<file path="config.mk">
export PLATFORM = sky130hd
export DESIGN_NAME = spnl_seq
export DESIGN_NICKNAME = d
export VERILOG_FILES = /design/src/rtl/spnl_pkg.sv /design/src/rtl/spnl_dp.sv /design/src/rtl/spnl_ctl.sv /design/src/rtl/spnl_seq.sv
export SDC_FILE = /design/constraint.sdc
export NUM_CORES = 1
export LEC_CHECK = 0
export ABC_AREA = 0
export BUFFER_PORTS_ARGS = -buffer_cell sky130_fd_sc_hd__clkbuf_2
export CORE_ASPECT_RATIO = 1.4
export CORE_UTILIZATION = 52
export DETAILED_ROUTE_END_ITERATION = 8
export PLACE_DENSITY_LB_ADDON = 0.05
export SLEW_MARGIN = 20
export SYNTH_ARGS = -nofsm -noshare
export SYNTH_HDL_FRONTEND = slang
export SYNTH_SLANG_ARGS = --single-unit
</file>
<file path="constraint.sdc">
create_clock -name clk -period 3.1 [get_ports clk]
set_input_delay 0.31 -clock clk [delete_from_list [all_inputs] [get_ports clk]]
set_output_delay 0.31 -clock clk [all_outputs]
set_load 0.05 [all_outputs]
</file>
<file path="src/rtl/spnl_pkg.sv">
package spnl_pkg;
  localparam int CMD_W   = 16;
  localparam int PAIR_W  = 2 * CMD_W;
  localparam int BYTE_W  = 8;
  localparam int OP_LSB  = 9;
  localparam int OP_W    = 3;
  localparam int A0_BIT  = 8;
  localparam int RSV_LSB = OP_LSB + OP_W;

  typedef enum logic [OP_W-1:0] {
    OP_READ  = 3'd0,
    OP_WRITE = 3'd1,
    OP_FRAME = 3'd2,
    OP_VSYNC = 3'd3,
    OP_NOP   = 3'd4,
    OP_INT   = 3'd5,
    OP_RSV6  = 3'd6,
    OP_RSV7  = 3'd7
  } opcode_t;

  typedef enum logic [2:0] {
    TSEL_SETUP,
    TSEL_PULSE,
    TSEL_HOLD,
    TSEL_OPHOLD,
    TSEL_INHIB
  } tsel_t;

  typedef enum logic [3:0] {
    ST_FETCH,
    ST_DECODE,
    ST_SETUP,
    ST_PULSE,
    ST_POST,
    ST_INHIB,
    ST_RDWAIT,
    ST_VSWAIT,
    ST_PIXGET
  } seqState_t;

  typedef struct packed {
    logic  loadWord;
    logic  advHalf;
    logic  loadCnt;
    tsel_t cntSel;
    logic  loadPix;
    logic  capRead;
    logic  setInt;
    logic  busCs;
    logic  busWr;
    logic  busRd;
    logic  busDrive;
  } seqCtl_t;
endpackage

</file>
<file path="src/rtl/spnl_dp.sv">
module spnl_dp
  import spnl_pkg::*;
#(
  parameter int CNT_W = 8
) (
  input  logic              clk,
  input  logic              rstN,
  input  seqCtl_t           ctl,
  input  logic [PAIR_W-1:0] cmdWord,
  input  logic [BYTE_W-1:0] pixData,
  input  logic              pixLast,
  input  logic [BYTE_W-1:0] dbIn,
  input  logic [CNT_W-1:0]  cfgSetup,
  input  logic [CNT_W-1:0]  cfgPulse,
  input  logic [CNT_W-1:0]  cfgHold,
  input  logic [CNT_W-1:0]  cfgOpHold,
  input  logic [CNT_W-1:0]  cfgInhibit,
  input  logic              intClr,
  output opcode_t           curOp,
  output logic              curA0,
  output logic              curRsvZero,
  output logic              halfHi,
  output logic              cntZero,
  output logic              frameLast,
  output logic              csN,
  output logic              a0,
  output logic              wrN,
  output logic              rdN,
  output logic [BYTE_W-1:0] dbOut,
  output logic              dbOe,
  output logic [BYTE_W-1:0] rdData,
  output logic              rdA0,
  output logic              intFlag
);
  localparam int RSV_W = CMD_W - RSV_LSB;

  logic [PAIR_W-1:0] wordReg;
  logic [CMD_W-1:0]  curHalf;
  logic [CNT_W-1:0]  cnt;
  logic [CNT_W-1:0]  selCfg;
  logic [CNT_W-1:0]  loadVal;
  logic [BYTE_W-1:0] pixByte;

  assign curHalf    = halfHi ? wordReg[PAIR_W-1:CMD_W] : wordReg[CMD_W-1:0];
  assign curOp      = opcode_t'(curHalf[OP_LSB +: OP_W]);
  assign curA0      = curHalf[A0_BIT];
  assign curRsvZero = (curHalf[RSV_LSB +: RSV_W] == '0);
  assign cntZero    = (cnt == '0);

  // Phase length selection; a zero count still yields one cycle
  always_comb begin
    case (ctl.cntSel)
      TSEL_SETUP:  selCfg = cfgSetup;
      TSEL_PULSE:  selCfg = cfgPulse;
      TSEL_HOLD:   selCfg = cfgHold;
      TSEL_OPHOLD: selCfg = cfgOpHold;
      default:     selCfg = cfgInhibit;
    endcase
    loadVal = (selCfg == '0) ? '0 : selCfg - CNT_W'(1);
  end

  always_ff @(posedge clk or negedge rstN) begin
    if (!rstN) begin
      wordReg <= '0;
      halfHi  <= 1'b0;
    end else if (ctl.loadWord) begin
      wordReg <= cmdWord;
      halfHi  <= 1'b0;
    end else if (ctl.advHalf) begin
      halfHi  <= 1'b1;
    end
  end

  always_ff @(posedge clk or negedge rstN) begin
    if (!rstN)            cnt <= '0;
    else if (ctl.loadCnt) cnt <= loadVal;
    else if (!cntZero)    cnt <= cnt - CNT_W'(1);
  end

  always_ff @(posedge clk or negedge rstN) begin
    if (!rstN) begin
      pixByte   <= '0;
      frameLast <= 1'b0;
    end else if (ctl.loadPix) begin
      pixByte   <= pixData;
      frameLast <= pixLast;
    end
  end

  always_ff @(posedge clk or negedge rstN) begin
    if (!rstN) begin
      rdData <= '0;
      rdA0   <= 1'b0;
    end else if (ctl.capRead) begin
      rdData <= dbIn;
      rdA0   <= curA0;
    end
  end

  // Set has priority over clear
  always_ff @(posedge clk or negedge rstN) begin
    if (!rstN)           intFlag <= 1'b0;
    else if (ctl.setInt) intFlag <= 1'b1;
    else if (intClr)     intFlag <= 1'b0;
  end

  assign csN   = ~ctl.busCs;
  assign a0    = ctl.busCs & curA0;
  assign wrN   = ~ctl.busWr;
  assign rdN   = ~ctl.busRd;
  assign dbOe  = ctl.busDrive;
  assign dbOut = (curOp == OP_FRAME) ? pixByte : curHalf[BYTE_W-1:0];
endmodule

</file>
<file path="src/rtl/spnl_ctl.sv">
module spnl_ctl
  import spnl_pkg::*;
(
  input  logic    clk,
  input  logic    rstN,
  input  logic    cmdValid,
  input  logic    pixValid,
  input  logic    stopReq,
  input  logic    vsyncIn,
  input  logic    rdOk,
  input  logic    rdContinue,
  input  opcode_t curOp,
  input  logic    curA0,
  input  logic    curRsvZero,
  input  logic    halfHi,
  input  logic    cntZero,
  input  logic    frameLast,
  output seqCtl_t ctl,
  output logic    cmdReady,
  output logic    pixReady,
  output logic    busy
);
  seqState_t state, nxt;
  logic      vsPrev;
  logic      vsEdge;
  logic      cmdDone;
  logic      isRead;
  opcode_t   effOp;

  assign vsEdge = vsyncIn & ~vsPrev;
  assign isRead = (curOp == OP_READ);
  assign effOp  = curRsvZero ? curOp : OP_NOP;
  assign busy   = (state != ST_FETCH);

  always_comb begin
    nxt      = state;
    ctl      = '0;
    cmdDone  = 1'b0;
    cmdReady = 1'b0;
    pixReady = 1'b0;
    case (state)
      ST_FETCH: begin
        cmdReady = 1'b1;
        if (cmdValid) begin
          ctl.loadWord = 1'b1;
          nxt          = ST_DECODE;
        end
      end
      ST_DECODE: begin
        case (effOp)
          OP_READ, OP_WRITE: begin
            ctl.loadCnt = 1'b1;
            ctl.cntSel  = TSEL_SETUP;
            nxt         = ST_SETUP;
          end
          OP_FRAME: begin
            if (curA0) nxt = ST_PIXGET;
            else       cmdDone = 1'b1;
          end
          OP_VSYNC: nxt = ST_VSWAIT;
          OP_INT: begin
            ctl.setInt = 1'b1;
            cmdDone    = 1'b1;
          end
          default: cmdDone = 1'b1;
        endcase
      end
      ST_SETUP: begin
        ctl.busCs = 1'b1;
        if (cntZero) begin
          ctl.loadCnt = 1'b1;
          ctl.cntSel  = TSEL_PULSE;
          nxt         = ST_PULSE;
        end
      end
      ST_PULSE: begin
        ctl.busCs = 1'b1;
        if (isRead) begin
          ctl.busRd = 1'b1;
        end else begin
          ctl.busWr    = 1'b1;
          ctl.busDrive = 1'b1;
        end
        if (cntZero) begin
          ctl.loadCnt = 1'b1;
          ctl.capRead = isRead;
          ctl.cntSel  = isRead ? TSEL_OPHOLD : TSEL_HOLD;
          nxt         = ST_POST;
        end
      end
      ST_POST: begin
        ctl.busCs = 1'b1;
        if (cntZero) begin
          if (isRead) begin
            nxt = ST_RDWAIT;
          end else begin
            ctl.loadCnt = 1'b1;
            ctl.cntSel  = TSEL_INHIB;
            nxt         = ST_INHIB;
          end
        end
      end
      ST_INHIB: begin
        if (cntZero) begin
          if (curOp == OP_FRAME && !frameLast) nxt = ST_PIXGET;
          else                                 cmdDone = 1'b1;
        end
      end
      ST_RDWAIT: begin
        if (rdOk && rdContinue) cmdDone = 1'b1;
      end
      ST_VSWAIT: begin
        if (vsEdge) cmdDone = 1'b1;
      end
      ST_PIXGET: begin
        pixReady = 1'b1;
        if (pixValid) begin
          ctl.loadPix = 1'b1;
          ctl.loadCnt = 1'b1;
          ctl.cntSel  = TSEL_SETUP;
          nxt         = ST_SETUP;
        end
      end
      default: nxt = ST_FETCH;
    endcase

    if (cmdDone) begin
      if (halfHi) begin
        nxt = ST_FETCH;
      end else begin
        ctl.advHalf = 1'b1;
        nxt         = ST_DECODE;
      end
    end

    // Stop overrides everything else in the same cycle
    if (stopReq) begin
      nxt      = ST_FETCH;
      ctl      = '0;
      cmdReady = 1'b0;
      pixReady = 1'b0;
    end
  end

  always_ff @(posedge clk or negedge rstN) begin
    if (!rstN) begin
      state  <= ST_FETCH;
      vsPrev <= 1'b0;
    end else begin
      state  <= nxt;
      vsPrev <= vsyncIn;
    end
  end
endmodule

</file>
<file path="src/rtl/spnl_seq.sv">
module spnl_seq
  import spnl_pkg::*;
#(
  parameter int CNT_W = 8
) (
  input  logic              clk,
  input  logic              rstN,
  input  logic              cmdValid,
  output logic              cmdReady,
  input  logic [PAIR_W-1:0] cmdWord,
  input  logic              pixValid,
  output logic              pixReady,
  input  logic [BYTE_W-1:0] pixData,
  input  logic              pixLast,
  input  logic [CNT_W-1:0]  cfgSetup,
  input  logic [CNT_W-1:0]  cfgPulse,
  input  logic [CNT_W-1:0]  cfgHold,
  input  logic [CNT_W-1:0]  cfgOpHold,
  input  logic [CNT_W-1:0]  cfgInhibit,
  input  logic              vsyncIn,
  input  logic              stopReq,
  input  logic              rdOk,
  input  logic              rdContinue,
  input  logic              intClr,
  output logic              intFlag,
  output logic [BYTE_W-1:0] rdData,
  output logic              rdA0,
  output logic              busy,
  output logic              csN,
  output logic              a0,
  output logic              wrN,
  output logic              rdN,
  output logic [BYTE_W-1:0] dbOut,
  output logic              dbOe,
  input  logic [BYTE_W-1:0] dbIn
);
  seqCtl_t ctl;
  opcode_t curOp;
  logic    curA0;
  logic    curRsvZero;
  logic    halfHi;
  logic    cntZero;
  logic    frameLast;

  spnl_ctl ctl_i (
    .clk        (clk),
    .rstN       (rstN),
    .cmdValid   (cmdValid),
    .pixValid   (pixValid),
    .stopReq    (stopReq),
    .vsyncIn    (vsyncIn),
    .rdOk       (rdOk),
    .rdContinue (rdContinue),
    .curOp      (curOp),
    .curA0      (curA0),
    .curRsvZero (curRsvZero),
    .halfHi     (halfHi),
    .cntZero    (cntZero),
    .frameLast  (frameLast),
    .ctl        (ctl),
    .cmdReady   (cmdReady),
    .pixReady   (pixReady),
    .busy       (busy)
  );

  spnl_dp #(.CNT_W(CNT_W)) dp_i (
    .clk        (clk),
    .rstN       (rstN),
    .ctl        (ctl),
    .cmdWord    (cmdWord),
    .pixData    (pixData),
    .pixLast    (pixLast),
    .dbIn       (dbIn),
    .cfgSetup   (cfgSetup),
    .cfgPulse   (cfgPulse),
    .cfgHold    (cfgHold),
    .cfgOpHold  (cfgOpHold),
    .cfgInhibit (cfgInhibit),
    .intClr     (intClr),
    .curOp      (curOp),
    .curA0      (curA0),
    .curRsvZero (curRsvZero),
    .halfHi     (halfHi),
    .cntZero    (cntZero),
    .frameLast  (frameLast),
    .csN        (csN),
    .a0         (a0),
    .wrN        (wrN),
    .rdN        (rdN),
    .dbOut      (dbOut),
    .dbOe       (dbOe),
    .rdData     (rdData),
    .rdA0       (rdA0),
    .intFlag    (intFlag)
  );
endmodule

</file>
# --- Word-level counts from Yosys, hierarchy flattened ---
# Cells that the tools add are included.
word_totals:
  register_bits: 65
  input_bits: 98
  out_inout_bits: 26
  elab_cells: 121
op_classes:
  n_addsub: 2
  eq_ne: 27
  muxes: 58
  bitwise_logic: 6
  n_reduce_logical: 18
ops:
  columns: ["cell", "count"]
  rows:
  - ["$mux 4", 15]
  - ["$mux 8", 4]
  - ["$pmux 4 s8", 1]
  - ["$pmux 8 s4", 1]
  - ["$mux 1", 27]
  - ["$ne 4x3->1 const B", 6]
  - ["$pmux 4 s5", 1]
  - ["$eq 4x3->1 const B", 4]
  - ["$logic_not 8->1", 2]
  - ["$mux 16", 1]
  - ["$sub 8x1->8 const B", 2]
  - ["$eq 3x2->1 const B", 5]
  - ["$mux 13", 1]
  - ["$pmux 4 s3", 1]
  - ["$reduce_and 10->1", 1]
  - ["$logic_not 3->1", 3]
  - ["$eq 4x2->1 const B", 2]
  - ["$logic_not 4->1", 2]
  - ["$eq 3x1->1 const B", 2]
  - ["$mux 3", 2]
  - ["$ne 6x5->1 const B", 1]
  - ["$reduce_or 3->1", 2]
  - ["$mux 5", 1]
  - ["$ne 5x3->1 const B", 1]
  - ["16 further kinds", 23]

# --- Logic depth before layout (Yosys ltp) ---
# Gate-level depths: netlist of run 1.
depth:
  word_depth: 14
  depth_mapped: 12

# --- Cells and area by module ---
# From an unflattened synthesis of run 1, not the netlist that was laid out.
hier_totals:
  hier_cells: 362
  hier_area_um2: 3943.8
by_module_without_submodules:
  columns: ["module", "n_inst", "cells_per_inst", "area_per_inst_um2"]
  rows:
  - ["spnl_dp", 1, 257, 3204.3]
  - ["spnl_ctl", 1, 105, 739.5]

# --- Worst setup path after synthesis of run 1 ---
# OpenSTA, ideal clock, no wires.
synth_timing:
  path_type: "flip-flop to flip-flop"
  from: "register ctl_i.state[0]"
  to: "register dp_i.frameLast"
  setup_ps: 125
  t_arrival_ps: 3212
  t_required_ps: 2975
  setup_slack_ps: -237
  stages_incl_launch_ff: 5
  n_path_buf: 1
  period_less_slack_ps: 3337
  cell_sequence: "dfrtp_1 > clkbuf_1 > nor4_1 > nand2_1 > mux2_2"
synth_via:
  elab_chain_cells: 3
synth_rtl:
  columns: ["element", "line_no", "rtl"]
  rows:
  - ["start: declaration", "spnl_ctl.sv:23", "seqState_t state, nxt;"]
  - ["start signal: assignment", "spnl_ctl.sv:150", "state <= nxt;"]
  - ["$eq 4x4->1", "spnl_ctl.sv:41", "case (state)"]
  - ["$mux 1", "spnl_ctl.sv:41", null]
  - ["$mux 13", "spnl_ctl.sv:137", "if (stopReq) begin"]
  - ["end signal: assignment", "spnl_dp.sv:86", "frameLast <= pixLast;"]
  - ["end: declaration", "spnl_dp.sv:24", "output logic frameLast,"]
# Every way passes these cells.
# A chain may end at the register's enable or synchronous reset.

# --- Worst setup path after layout of run 1 ---
layout_timing:
  from: "register dp_i.cnt[0]"
  to: "register dp_i.cnt[2]"
layout_via:
  elab_chain_cells: 9
  elab_cells_between_ends: 18
  classes_between: "add/sub: 2; eq/ne: 4; mux: 9; reduce/logical: 3"
layout_rtl:
  columns: ["element", "line_no", "rtl"]
  rows:
  - ["start: declaration", "spnl_dp.sv:39", "logic [CNT_W-1:0] cnt;"]
  - ["start signal: assignment", "spnl_dp.sv:76", "else if (ctl.loadCnt) cnt <= loadVal;"]
  - ["start signal: assignment", "spnl_dp.sv:77", "else if (!cntZero) cnt <= cnt - CNT_W'(1);"]
  - ["$logic_not 8->1", "spnl_dp.sv:48", "assign cntZero = (cnt == '0);"]
  - ["$mux 4, on equally long branches", "spnl_ctl.sv:93, spnl_ctl.sv:70, spnl_ctl.sv:84", null]
  - ["$pmux 4 s5", "spnl_ctl.sv:41", null]
  - ["$mux 13", "spnl_ctl.sv:137", null]
  - ["$eq 3x2->1 (tied with other cells)", "spnl_dp.sv:52", "case (ctl.cntSel)"]
  - ["$pmux 8 s4", "spnl_dp.sv:52", null]
  - ["$sub 8x1->8 or $logic_not 8->1 (tied branches)", "spnl_dp.sv:59", "loadVal = (selCfg == '0) ? '0 : selCfg - CNT_W'(1);"]
  - ["$mux 8", "spnl_dp.sv:59", null]
  - ["$mux 8", "spnl_dp.sv:76", null]
# Several ways; a longest one is shown, not always the timed one. The select of a mux whose other input is x is not followed.

==> key figures, run 1 <==
Run status
  – Status: completed

Power and ir drop
  – VDD IR max: roughly 0.00074 V
  – Sequential share of power: between 30% and 40%
  – Clock Power Share: 19.2%
  – Pleak: about 0.0024 µW
  – Comb pwr share: 47.9%
  – P_sw: around 1800 µW
  – Sw Share: a little over two fifths
  – Power Dens Cells: between 800 and 900 nW/µm²
  – Internal Power: approximately 2400 µW

Floorplan
  – Initial Util: ~54%
  – Die Y: 106 µm
  – Io pins: around 120
  – Die area: roughly 8000 µm²
  – Die width: approximately 76 µm
  – Row Count: 37
  – Core box area: 7410 µm²

Yosys
  – Synth area leader: dfrtp_1
  – Asr flop ratio synth: 100%
  – Synth Instances: 379
  – Netlist cell types: 69
  – Synth Net Count: 481
  – Top-count cell post-synth: dfrtp_1
  – Post-synth EDFFs: 0
  – Top_reg_cell synth: dfrtp_1
  – Syn Std Cell Area: 4000 µm²
  – Most frequent cells after synthesis: dfrtp_1 (65), mux2_2 (55), nor2_1 (30), nand2_1 (28), a21oi_1 (20)
  – Area contributors post-synth: dfrtp_1 (41%), mux2_2 (15%), mux2i_1 (3.0%)
  – Synth Register Bits: 65
  – Syn_area_per_cell: roughly 11 µm²
  – Share of Yosys cell area claimed by the top area cell type: 40.7%
  – Ys Warns: 0
  – Seq/Total Area, Yosys: 40.7%

Worst setup path
  – R2r startpoint: dp_i.cnt[0]$_DFFE_PN0P_
  – CP required: roughly 3.3 ns
  – Worst Setup SP: dp_i.cnt[0]$_DFFE_PN0P_
  – Arrival time worst endpoint: just over 3 ns
  – Reg2reg setup slack: ~0.25 ns
  – Crit. End Element: register
  – R2R depth: 10
  – Critical path endpoint: dp_i.cnt[2]$_DFFE_PN0P_
  – Startpoint type of the worst setup path: register
  – Type of the worst setup path: register to register
  – Crit Path Max Fanout: 5
  – R2r endpoint: dp_i.cnt[2]$_DFFE_PN0P_

Detailed routing
  – Routed Wire Length: 10.1 mm
  – Initial DRC Count: 145
  – Routed via count: around 3500
  – Met3 wire length: about 500 µm
  – ANT nets after route: 0
  – Residual DRC count: 0
  – Router iterations before antenna repair: 4
  – Met2 WL: roughly 5.3 mm
  – Avg Vias per Cell: between 5 and 6
  – M1 WL: 4.02 mm
  – Max layer used: met4
  – WL per Instance: between 15 and 20 µm

STA
  – Pins Over Slew Limit: 0
  – Fin worst setup slack: about 0.25 ns
  – Worst Skew: 0.00657 ns
  – Tightest Pin Transition: around 0.63 ns
  – Min Tclk post-route: around 2.9 ns
  – Max_slew headroom: between 50 and 60%
  – RSZ-0062 raised after global routing: false
  – Crit share post-route: between 90 and 100%
  – Final setup vio count: 0
  – Max Fclk: 351 MHz
  – Setup TNS: 0 ns
  – Final Hold Vio Count: 0

Placement
  – Final GP Congestion: slightly below 1
  – Placed cell area: between 4000 and 5000 µm²
  – Hpwl dp: approximately 8 mm
  – DP Worst Slack: -0.0236 ns
  – I/O Buffers: about 120

Global routing
  – GRT Residual Overflow: 0
  – Vias in the first global route: 3634
  – Antenna violations before repair: 0
  – Largest net degree at the start of global routing: 31
  – Gr usage total: between 20% and 30%
  – First-pass GRT wire length: roughly 17 mm

Clock network
  – # clock sinks: 65
  – Register clock-pin slew on the reported worst setup and hold paths: about 0.070 ns
  – CTS tree: yes
  – Clock Path Buffers: 2
  – CTS Root Cell: clkbuf_8
  – H-tree depth: 3
  – TritonCTS buffer count: 9
  – Worst-skew pair later-pin latency: between 0.3 and 0.4 ns

Final layout
  – Final Net Count: 624
  – Cell area after layout: approximately 5000 µm²
  – Layout cells sized above 1: between 40% and 50%
  – Diode count: 0
  – Layout area overhead: 27.7%

Min path
  – Hold Path Class: input port to register
  – Hold Path Origin: vsyncIn

Flow run
  – Max Cap Viol: 0
-- layer usage --
layer | GRT usage (%) | vias up
met5 | 0 | -
met4 | 12.6 | 0
met3 | 4.68 | 22
met2 | 48.4 | 121
met1 | 30.8 | 1671
li1 | - | 1695
-- power by group through the flow --
stage                     Sequential, µW  Combinational (µW)  Clock (µW)
final                               1390                2020         811
after global routing                1430                2200         865
after CTS                           1380                2020         835
after detailed placement            1400                2010           0
after global placement              1380                1970           0
after floorplan                     1340                1550           0
-- worst min path at each step --
| stage | cells past startpoint | to |
|---|---|---|
| 2_1_floorplan | 0 | ctl_i.state[0]$_DFFE_PN0P_ |
| 3_5_place_dp | 1 | dp_i.cnt[3]$_DFFE_PN0P_ |
| 4_1_cts | 1 | ctl_i.vsPrev$_DFF_PN0_ |
| 5_1_grt | 1 | ctl_i.vsPrev$_DFF_PN0_ |
| 6_report | 1 | ctl_i.vsPrev$_DFF_PN0_ |
| 3_3_place_gp | 1 | dp_i.cnt[3]$_DFFE_PN0P_ |
-- placed cells by master, fill, tap and decap left out, types with 12 or more instances in the layout --
| master | count |
|---|---|
| buf_4 | 24 |
| nand2_1 | 28 |
| clkbuf_2 | 122 |
| a21oi_1 | 20 |
| nand3_1 | 17 |
| mux2_2 | 55 |
| dfrtp_1 | 65 |
| nor2_1 | 29 |
| mux2i_1 | 12 |
-- flip-flops by register name, summed over array words and instances, names as in the netlist --
signal,cells
dp_i.halfHi,1
ctl_i.vsPrev,1
dp_i.cnt,8
dp_i.rdData,8
dp_i.frameLast,1
dp_i.wordReg,32
dp_i.pixByte,8
dp_i.intFlag,1
dp_i.rdA0,1
ctl_i.state,4
-- critical path, stage by stage (launching register included) --
cell and delay [ns]:
dfrtp_1 0.42, inv_1 0.10, ha_1 0.20, or3b_4 0.43, nor3_4 0.27, nand2_4 0.11
mux2_4 0.33, a221oi_4 0.35, nand3_2 0.16, o21bai_4 0.21, o22ai_1 0.13
-- per-stage QoR --
| step | hold slack, ns | power (µW) | util [%] | std cells |
|---|---|---|---|---|
| 3_5_place_dp | 0.358 | 3400 | 65.0 | 603 |
| 3_3_place_gp | 0.349 | 3350 | 65.0 | 603 |
| 4_1_cts | 0.0809 | 4230 | 68.2 | 620 |
| 5_1_grt | 0.0788 | 4500 | 68.9 | 624 |
| 2_1_floorplan | 0.0144 | 2880 | - | 379 |
| 6_report | 0.0960 | 4230 | 68.9 | 624 |
-- layout make-up --
cell class | instances | area (µm²)
sequential | 65 | 1630
inverter | 11 | 41.3
fill | 611 | 2300
tap | 97 | 121
clock buffer | 11 | 151
multi-input combinational | 287 | 2280
timing repair buffer | 148 | 806
clock inverter | 5 | 77.6
-- logic make-up after synthesis --
family	synth area share, %
AOI/OAI and AO/OA	15.4
xor gates and xnor gates	1.97
adders and majority gates	1.53
buffers and inverters	3.03
DFF	40.7
muxes	19.2
and+or+nand+nor	18.1
-- timing repair --
action | in CTS | in global routing
gates resized for setup | 1 | 6
setup endpoints to repair | 3 | 8
buffers inserted | 0 | 4
pin swaps | 0 | 2
endpoints found under the hold margin | 23 | 0
hold buffers | 1 | 0
No activity file was read; power rests on OpenSTA's default activity.
==> inputs of run 2 (changes only) <==
- PLACE_DENSITY: unset -> 0.81
- PLACE_DENSITY_LB_ADDON: 0.05 -> unset
==> run 2 against run 1 <==
Worst hold slack got worse by 0.13 ns. Highest routed layer unchanged. Critical path type unchanged. The run now ends with negative hold slack left. Sequential share of layout area rose by 0.29 points. Largest power group unchanged. Final cell count fell by 0.48%.
==> key figures, run 2 (synthesized netlist as in run 1, its figures left out) <==
Worst setup path
  – Most frequent CP cell: o21ai_0
  – Crit path buffers/inverters: 1 (unchanged)
  – Crit path cell chain: inv_1, ha_1, or3b_2, nor3_4, nand2_4, mux2_4, a221oi_4, nand3_2, o21ai_0, o21ai_0
  – CP required: 3.32 ns (about the same)
  – Crit Path Max Fanout: 4 (-1)
  – CP max stage delay: 0.51 ns (+0.08 ns)
  – Startpoint type of the worst setup path: register
  – Type of the worst setup path: register to register
  – Arrival time worst endpoint: 3.15 ns (+0.09 ns)
  – Crit. End Element: register
  – Max stage delay cell, worst path: or3b_2
  – Worst path top cell family by delay: simple AND/OR/NAND/NOR gates

STA
  – Final setup vio count: 0 (unchanged)
  – Hold Slack: -0.0333 ns (-0.129 ns)
  – Fin worst setup slack: 0.176 ns (-0.0724 ns)
  – Final Hold Vio Count: 44 (+44)
  – Min Tclk post-route: 2.92 ns (+0.0724 ns)
  – Setup TNS: 0 ns (unchanged)
  – Max_slew headroom: 61.2% (+3.4 points)
  – Tightest Pin Transition: 0.582 ns (-0.0512 ns)
  – Worst Skew: 0.00840 ns (+0.00183 ns)
  – Max Fclk: 342 MHz (-2.5%)
  – Pins Over Slew Limit: 0 (unchanged)
  – RSZ-0062 raised after global routing: false
  – Crit share post-route: 94.3% (+2.3 points)

Placement
  – Hpwl dp: 8.24 mm (+2.6%)
  – I/O Buffers: 123 (unchanged)
  – Final GP Congestion: 0.971 (+0.80%)
  – DP Worst Slack: 0.151 ns (+0.175 ns)
  – Placed insts: 605 (+0.33%)
  – Placed cell area: 4830 µm² (+0.31%)

Global routing
  – Gr usage total: 27.2% (+0.30 points)
  – GRT Residual Overflow: 0 (unchanged)
  – Largest net degree at the start of global routing: 47 (+52%)
  – Antenna violations before repair: 0 (unchanged)
  – Vias in the first global route: 3679 (+1.2%)
  – First-pass GRT wire length: 16.9 mm (+0.17%)

Power and ir drop
  – Total Power: 4240 µW (+0.35%)
  – Pleak: 0.00242 µW (-0.78%)
  – Power Dens Cells: 838 nW/µm² (+1.3%)
  – VDD IR max: 0.00139 V (+88%)

Clock network
  – Worst-skew pair later-pin latency: 0.34 ns (about the same)
  – Clock Path Buffers: 2 (unchanged)
  – Post-CTS setup buffer count: 0 (unchanged)
  – Hold-fix buffers at CTS: 0 (-1)
  – # clock sinks: 65 (unchanged)
  – Post_cts resized: 0 (-1)
  – Register clock-pin slew on the reported worst setup and hold paths: 0.07 ns (about the same)
  – CTS Root Cell: clkbuf_8
  – CTS tree: yes
  – TritonCTS buffer count: 9 (unchanged)
  – H-tree depth: 3 (unchanged)

Final layout
  – Final cell count without fillers: 621 (-0.48%)
  – Diode count: 0 (unchanged)
  – Max reg flops: 32 (unchanged)
  – Most frequent cells in the layout: clkbuf_2 (122), dfrtp_1 (65), mux2_2 (55)
  – Cell area after layout: 5060 µm² (-0.91%)
  – Layout cells sized above 1: 47.7% (-0.87 points)
  – Final Net Count: 621 (-0.48%)
  – Layout area overhead: 26.5%
  – Top reg by flops: dp_i.wordReg
  – Commonest non-fill, non-tap cell in the layout: clkbuf_2

Floorplan
  – Row Count: 37 (unchanged)
  – Die Y: 106 µm (unchanged)
  – Die area: 8050 µm² (unchanged)
  – Initial Util: 54.0% (unchanged)
  – Die width: 76.1 µm (unchanged)
  – Io pins: 124 (unchanged)
  – Core box area: 7410 µm² (unchanged)

Flow run
  – Max Cap Viol: 0 (unchanged)

Detailed routing
  – Avg Vias per Cell: 5.75 (+2.2%)
  – Router iterations before antenna repair: 7 (+3)
  – WL per Instance: 17.0 µm (+5.0%)
  – ANT nets after route: 0 (unchanged)
  – Routed Wire Length: 10.5 mm (+4.5%)
  – Residual DRC count: 0 (unchanged)
  – Initial DRC Count: 164 (+13%)
  – Routed via count: 3570 (+1.7%)

Run status
  – Status: finished with violations
  – Failing checks: negative hold slack

Min path
  – Hold Path Class: input port to async pin
## run 2: cell types whose count changed in the layout (fill, tap and decap cells not counted), sizes merged
cell,previous run,this run
buf,25,23
dlygate4sd3,1,0
inv,11,12
clkbuf,133,132
## run 2: path summary, 6_finish.rpt
path,startpoint,to,slack (ns),cells after the start
min in group clk,vsyncIn,ctl_i.vsPrev$_DFF_PN0_,0.09,1
max in group asynchronous,rstN,dp_i.wordReg[22]$_DFFE_PN0P_,2.55,2
max,dp_i.cnt[1]$_DFFE_PN0P_,dp_i.cnt[0]$_DFFE_PN0P_,0.18,10
min,rstN,dp_i.pixByte[3]$_DFFE_PN0P_,-0.03,1
min reg2reg,dp_i.wordReg[8]$_DFFE_PN0P_,dp_i.wordReg[8]$_DFFE_PN0P_,0.51,1
max reg2reg,dp_i.cnt[1]$_DFFE_PN0P_,dp_i.cnt[0]$_DFFE_PN0P_,0.18,10
## run 2: area by class of cell
cell class                      count  area, µm²
Sequential cell                    65       1630
Multi-Input combinational cell    287       2260
Inverter                           11       41.3
Clock buffer                       10        138
Fill cell                         592       2350
Timing Repair Buffer              145        783
Tap cell                           97        121
Clock inverter                      6       90.1
## run 2: stage by stage
stage               hold slack [ns]  util (%)
CTS                          0.0745      68.2
global placement              0.444      65.2
global route                0.00371      68.3
finish                      -0.0333      68.3
floorplan                    0.0144         -
detailed placement            0.442      65.2
## run 2: layer usage
metal | global-route usage (%) | wire, µm
met5 | 0 | 0
met4 | 14.3 | 284
met3 | 6.15 | 635
met2 | 48.2 | 5590
met1 | 30.2 | 4030
## run 2: report_power, final
part | internal (µW) | switching (µW)
combinational | 774 | 1270
sequential | 1150 | 238
clock | 477 | 331
total | 2400 | 1840
==> inputs of run 3 (changes only) <==
==> constraint.sdc (replaced) <==
create_clock -name clk -period 3.1 [get_ports clk]
set_input_delay 0.62 -clock clk [delete_from_list [all_inputs] [get_ports clk]]
set_output_delay 0.62 -clock clk [all_outputs]
set_load 0.05 [all_outputs]
==> run 3 against run 2 <==
The run now ends clean. Clock-buffer cell count rose by 3. Routed wire length rose by 1.8%. Via count rose by 1.5%. Clock power fell by 5.5%. Register-to-register slack improved by 0.06 ns. Setup slack improved by 0.059 ns. Critical path type unchanged.
==> key figures, run 3 (synthesized netlist as in run 1, its figures left out) <==
Detailed routing
  – WL per Instance: 17.3 µm (+1.9%)
  – M1 WL: 3.88 mm (-3.7%)
  – Max layer used: met4
  – Met3 wire length: 648 µm (+2.0%)
  – Router iterations before antenna repair: 5 (-2)
  – Routed via count: 3622 (+1.5%)
  – Avg Vias per Cell: 5.84 (+1.6%)
  – Routed Wire Length: 10.7 mm (+1.8%)
  – Initial DRC Count: 166 (+1.2%)
  – Residual DRC count: 0 (unchanged)
  – ANT nets after route: 0 (unchanged)
  – Met2 WL: 5.89 mm (+5.4%)

Final layout
  – Max reg flops: 32 (unchanged)
  – Final Net Count: 620 (-0.16%)
  – # fillers: 598 (+1.0%)
  – Most frequent cells in the layout: clkbuf_2 (119), dfrtp_1 (65), mux2_2 (55)
  – Commonest non-fill, non-tap cell in the layout: clkbuf_2
  – Diode count: 0 (unchanged)
  – Top reg by flops: dp_i.wordReg
  – Layout area overhead: 26.8%
  – Layout cells sized above 1: 47.0% (-0.67 points)

STA
  – Tightest Pin Transition: 0.597 ns (+0.0146 ns)
  – RSZ-0062 raised after global routing: false
  – Final setup vio count: 0 (unchanged)
  – Final Hold Vio Count: 0 (-100%)
  – Max_slew headroom: 60.2% (-0.97 points)
  – Crit share post-route: 92.4% (-1.9 points)
  – Hold Slack: 0.278 ns (+0.311 ns)
  – Pins Over Slew Limit: 0 (unchanged)
  – Min Tclk post-route: 2.86 ns (-0.0595 ns)
  – Max Fclk: 349 MHz (+2.1%)
  – Worst Skew: 0.0108 ns (+0.00242 ns)
  – Setup TNS: 0 ns (unchanged)

Worst setup path
  – R2R depth: 10 (unchanged)
  – CP required: 3.32 ns (about the same)
  – Startpoint type of the worst setup path: register
  – Type of the worst setup path: register to register
  – Worst Setup SP: dp_i.cnt[0]$_DFFE_PN0P_
  – Crit. End Element: register
  – Arrival time worst endpoint: 3.09 ns (-0.06 ns)
  – Crit Path Max Fanout: 5 (+1)
  – R2r startpoint: dp_i.cnt[0]$_DFFE_PN0P_

Clock network
  – # clock sinks: 65 (unchanged)
  – CTS Root Cell: clkbuf_8
  – CTS tree: yes
  – Worst-skew pair later-pin latency: 0.34 ns (about the same)
  – Hold-fix buffers at CTS: 0 (unchanged)
  – Register clock-pin slew on the reported worst setup and hold paths: 0.07 ns (about the same)
  – H-tree depth: 3 (unchanged)
  – Clock Path Buffers: 2 (unchanged)
  – TritonCTS buffer count: 9 (unchanged)

Global routing
  – Antenna violations before repair: 0 (unchanged)
  – First-pass GRT wire length: 17.6 mm (+3.9%)
  – Gr usage total: 28.2% (+0.99 points)
  – Vias in the first global route: 3800 (+3.3%)
  – Largest net degree at the start of global routing: 33 (-30%)
  – GRT Residual Overflow: 0 (unchanged)

Floorplan
  – Initial Util: 54.0% (unchanged)
  – Die Y: 106 µm (unchanged)
  – Io pins: 124 (unchanged)
  – Die area: 8050 µm² (unchanged)
  – Core box area: 7410 µm² (unchanged)
  – Die width: 76.1 µm (unchanged)
  – Row Count: 37 (unchanged)

Power and ir drop
  – Pleak: 0.00241 µW (-0.11%)
  – Total Power: 4350 µW (+2.5%)
  – VDD IR max: 0.00143 V (+2.9%)
  – Power Dens Cells: 857 nW/µm² (+2.2%)

Min path
  – Hold Path Class: input port to async pin

Run status
  – Status: completed

Placement
  – I/O Buffers: 123 (unchanged)
  – Hpwl dp: 8.46 mm (+2.7%)
  – Final GP Congestion: 0.962 (-0.91%)

Flow run
  – Max Cap Viol: 0 (unchanged)
==> run 3: worst paths after layout <==
kind                                                     end  slack, ns
worst max-delay path                 dp_i.cnt[2]$_DFFE_PN0P_       0.24
worst min-delay path                 dp_i.cnt[2]$_DFFE_PN0P_       0.28
worst max register to register       dp_i.cnt[2]$_DFFE_PN0P_       0.24
worst min register to register         dp_i.rdA0$_DFFE_PN0P_       0.49
max in group asynchronous       dp_i.wordReg[27]$_DFFE_PN0P_       2.05
min in group clk                      ctl_i.vsPrev$_DFF_PN0_       0.41
==> run 3: per-layer routing <==
layer,track usage [%],vias to the layer above
li1,-,1681
met1,29.9,1749
met2,52.8,164
met3,5.37,28
met4,13.7,0
met5,0,-
==> run 3: worst max-delay path: stages, from the launching register on <==
cell and delay [ns]:
dfrtp_1 0.42, inv_1 0.10, ha_1 0.20, or3b_2 0.51, nor3_4 0.26, nand2_4 0.10, mux2_4 0.32, a221oi_4 0.35
nand3_2 0.16, o21bai_4 0.20, o22ai_1 0.12
==> run 3: final cells by class <==
class,count,area [µm²],area share (%)
clock buffers,13,139,2.74
clock inverters,3,65.1,1.28
inverters,11,41.3,0.814
multi-input cells,287,2260,44.6
flip-flops and latches,65,1630,32.1
well taps,97,121,2.39
repair buffers,144,818,16.1
==> run 3: power breakdown <==
group / total [µW] / internal, µW / switching [µW]
sequential: 1390 / 1150 / 239
combinational: 2200 / 897 / 1300
clock: 763 / 453 / 310
total: 4350 / 2500 / 1850
==> run 3: repair_timing <==
action                     CTS  global route
setup endpoints to repair    0             8
setup buffers                0             0
resized for setup            0             2
==> run 3: metrics by stage <==
stage / util [%] / setup slack, ns / instance area [µm²] / cells
finish: 68.5 / 0.235 / 5070 / 620
global route: 68.5 / 0.0508 / 5070 / 620
CTS: 68.4 / 0.0946 / 5070 / 620
detailed placement: 65.7 / 0.103 / 4860 / 604
global placement: 65.7 / 0.210 / 4860 / 604
floorplan: - / 0.157 / 4010 / 379
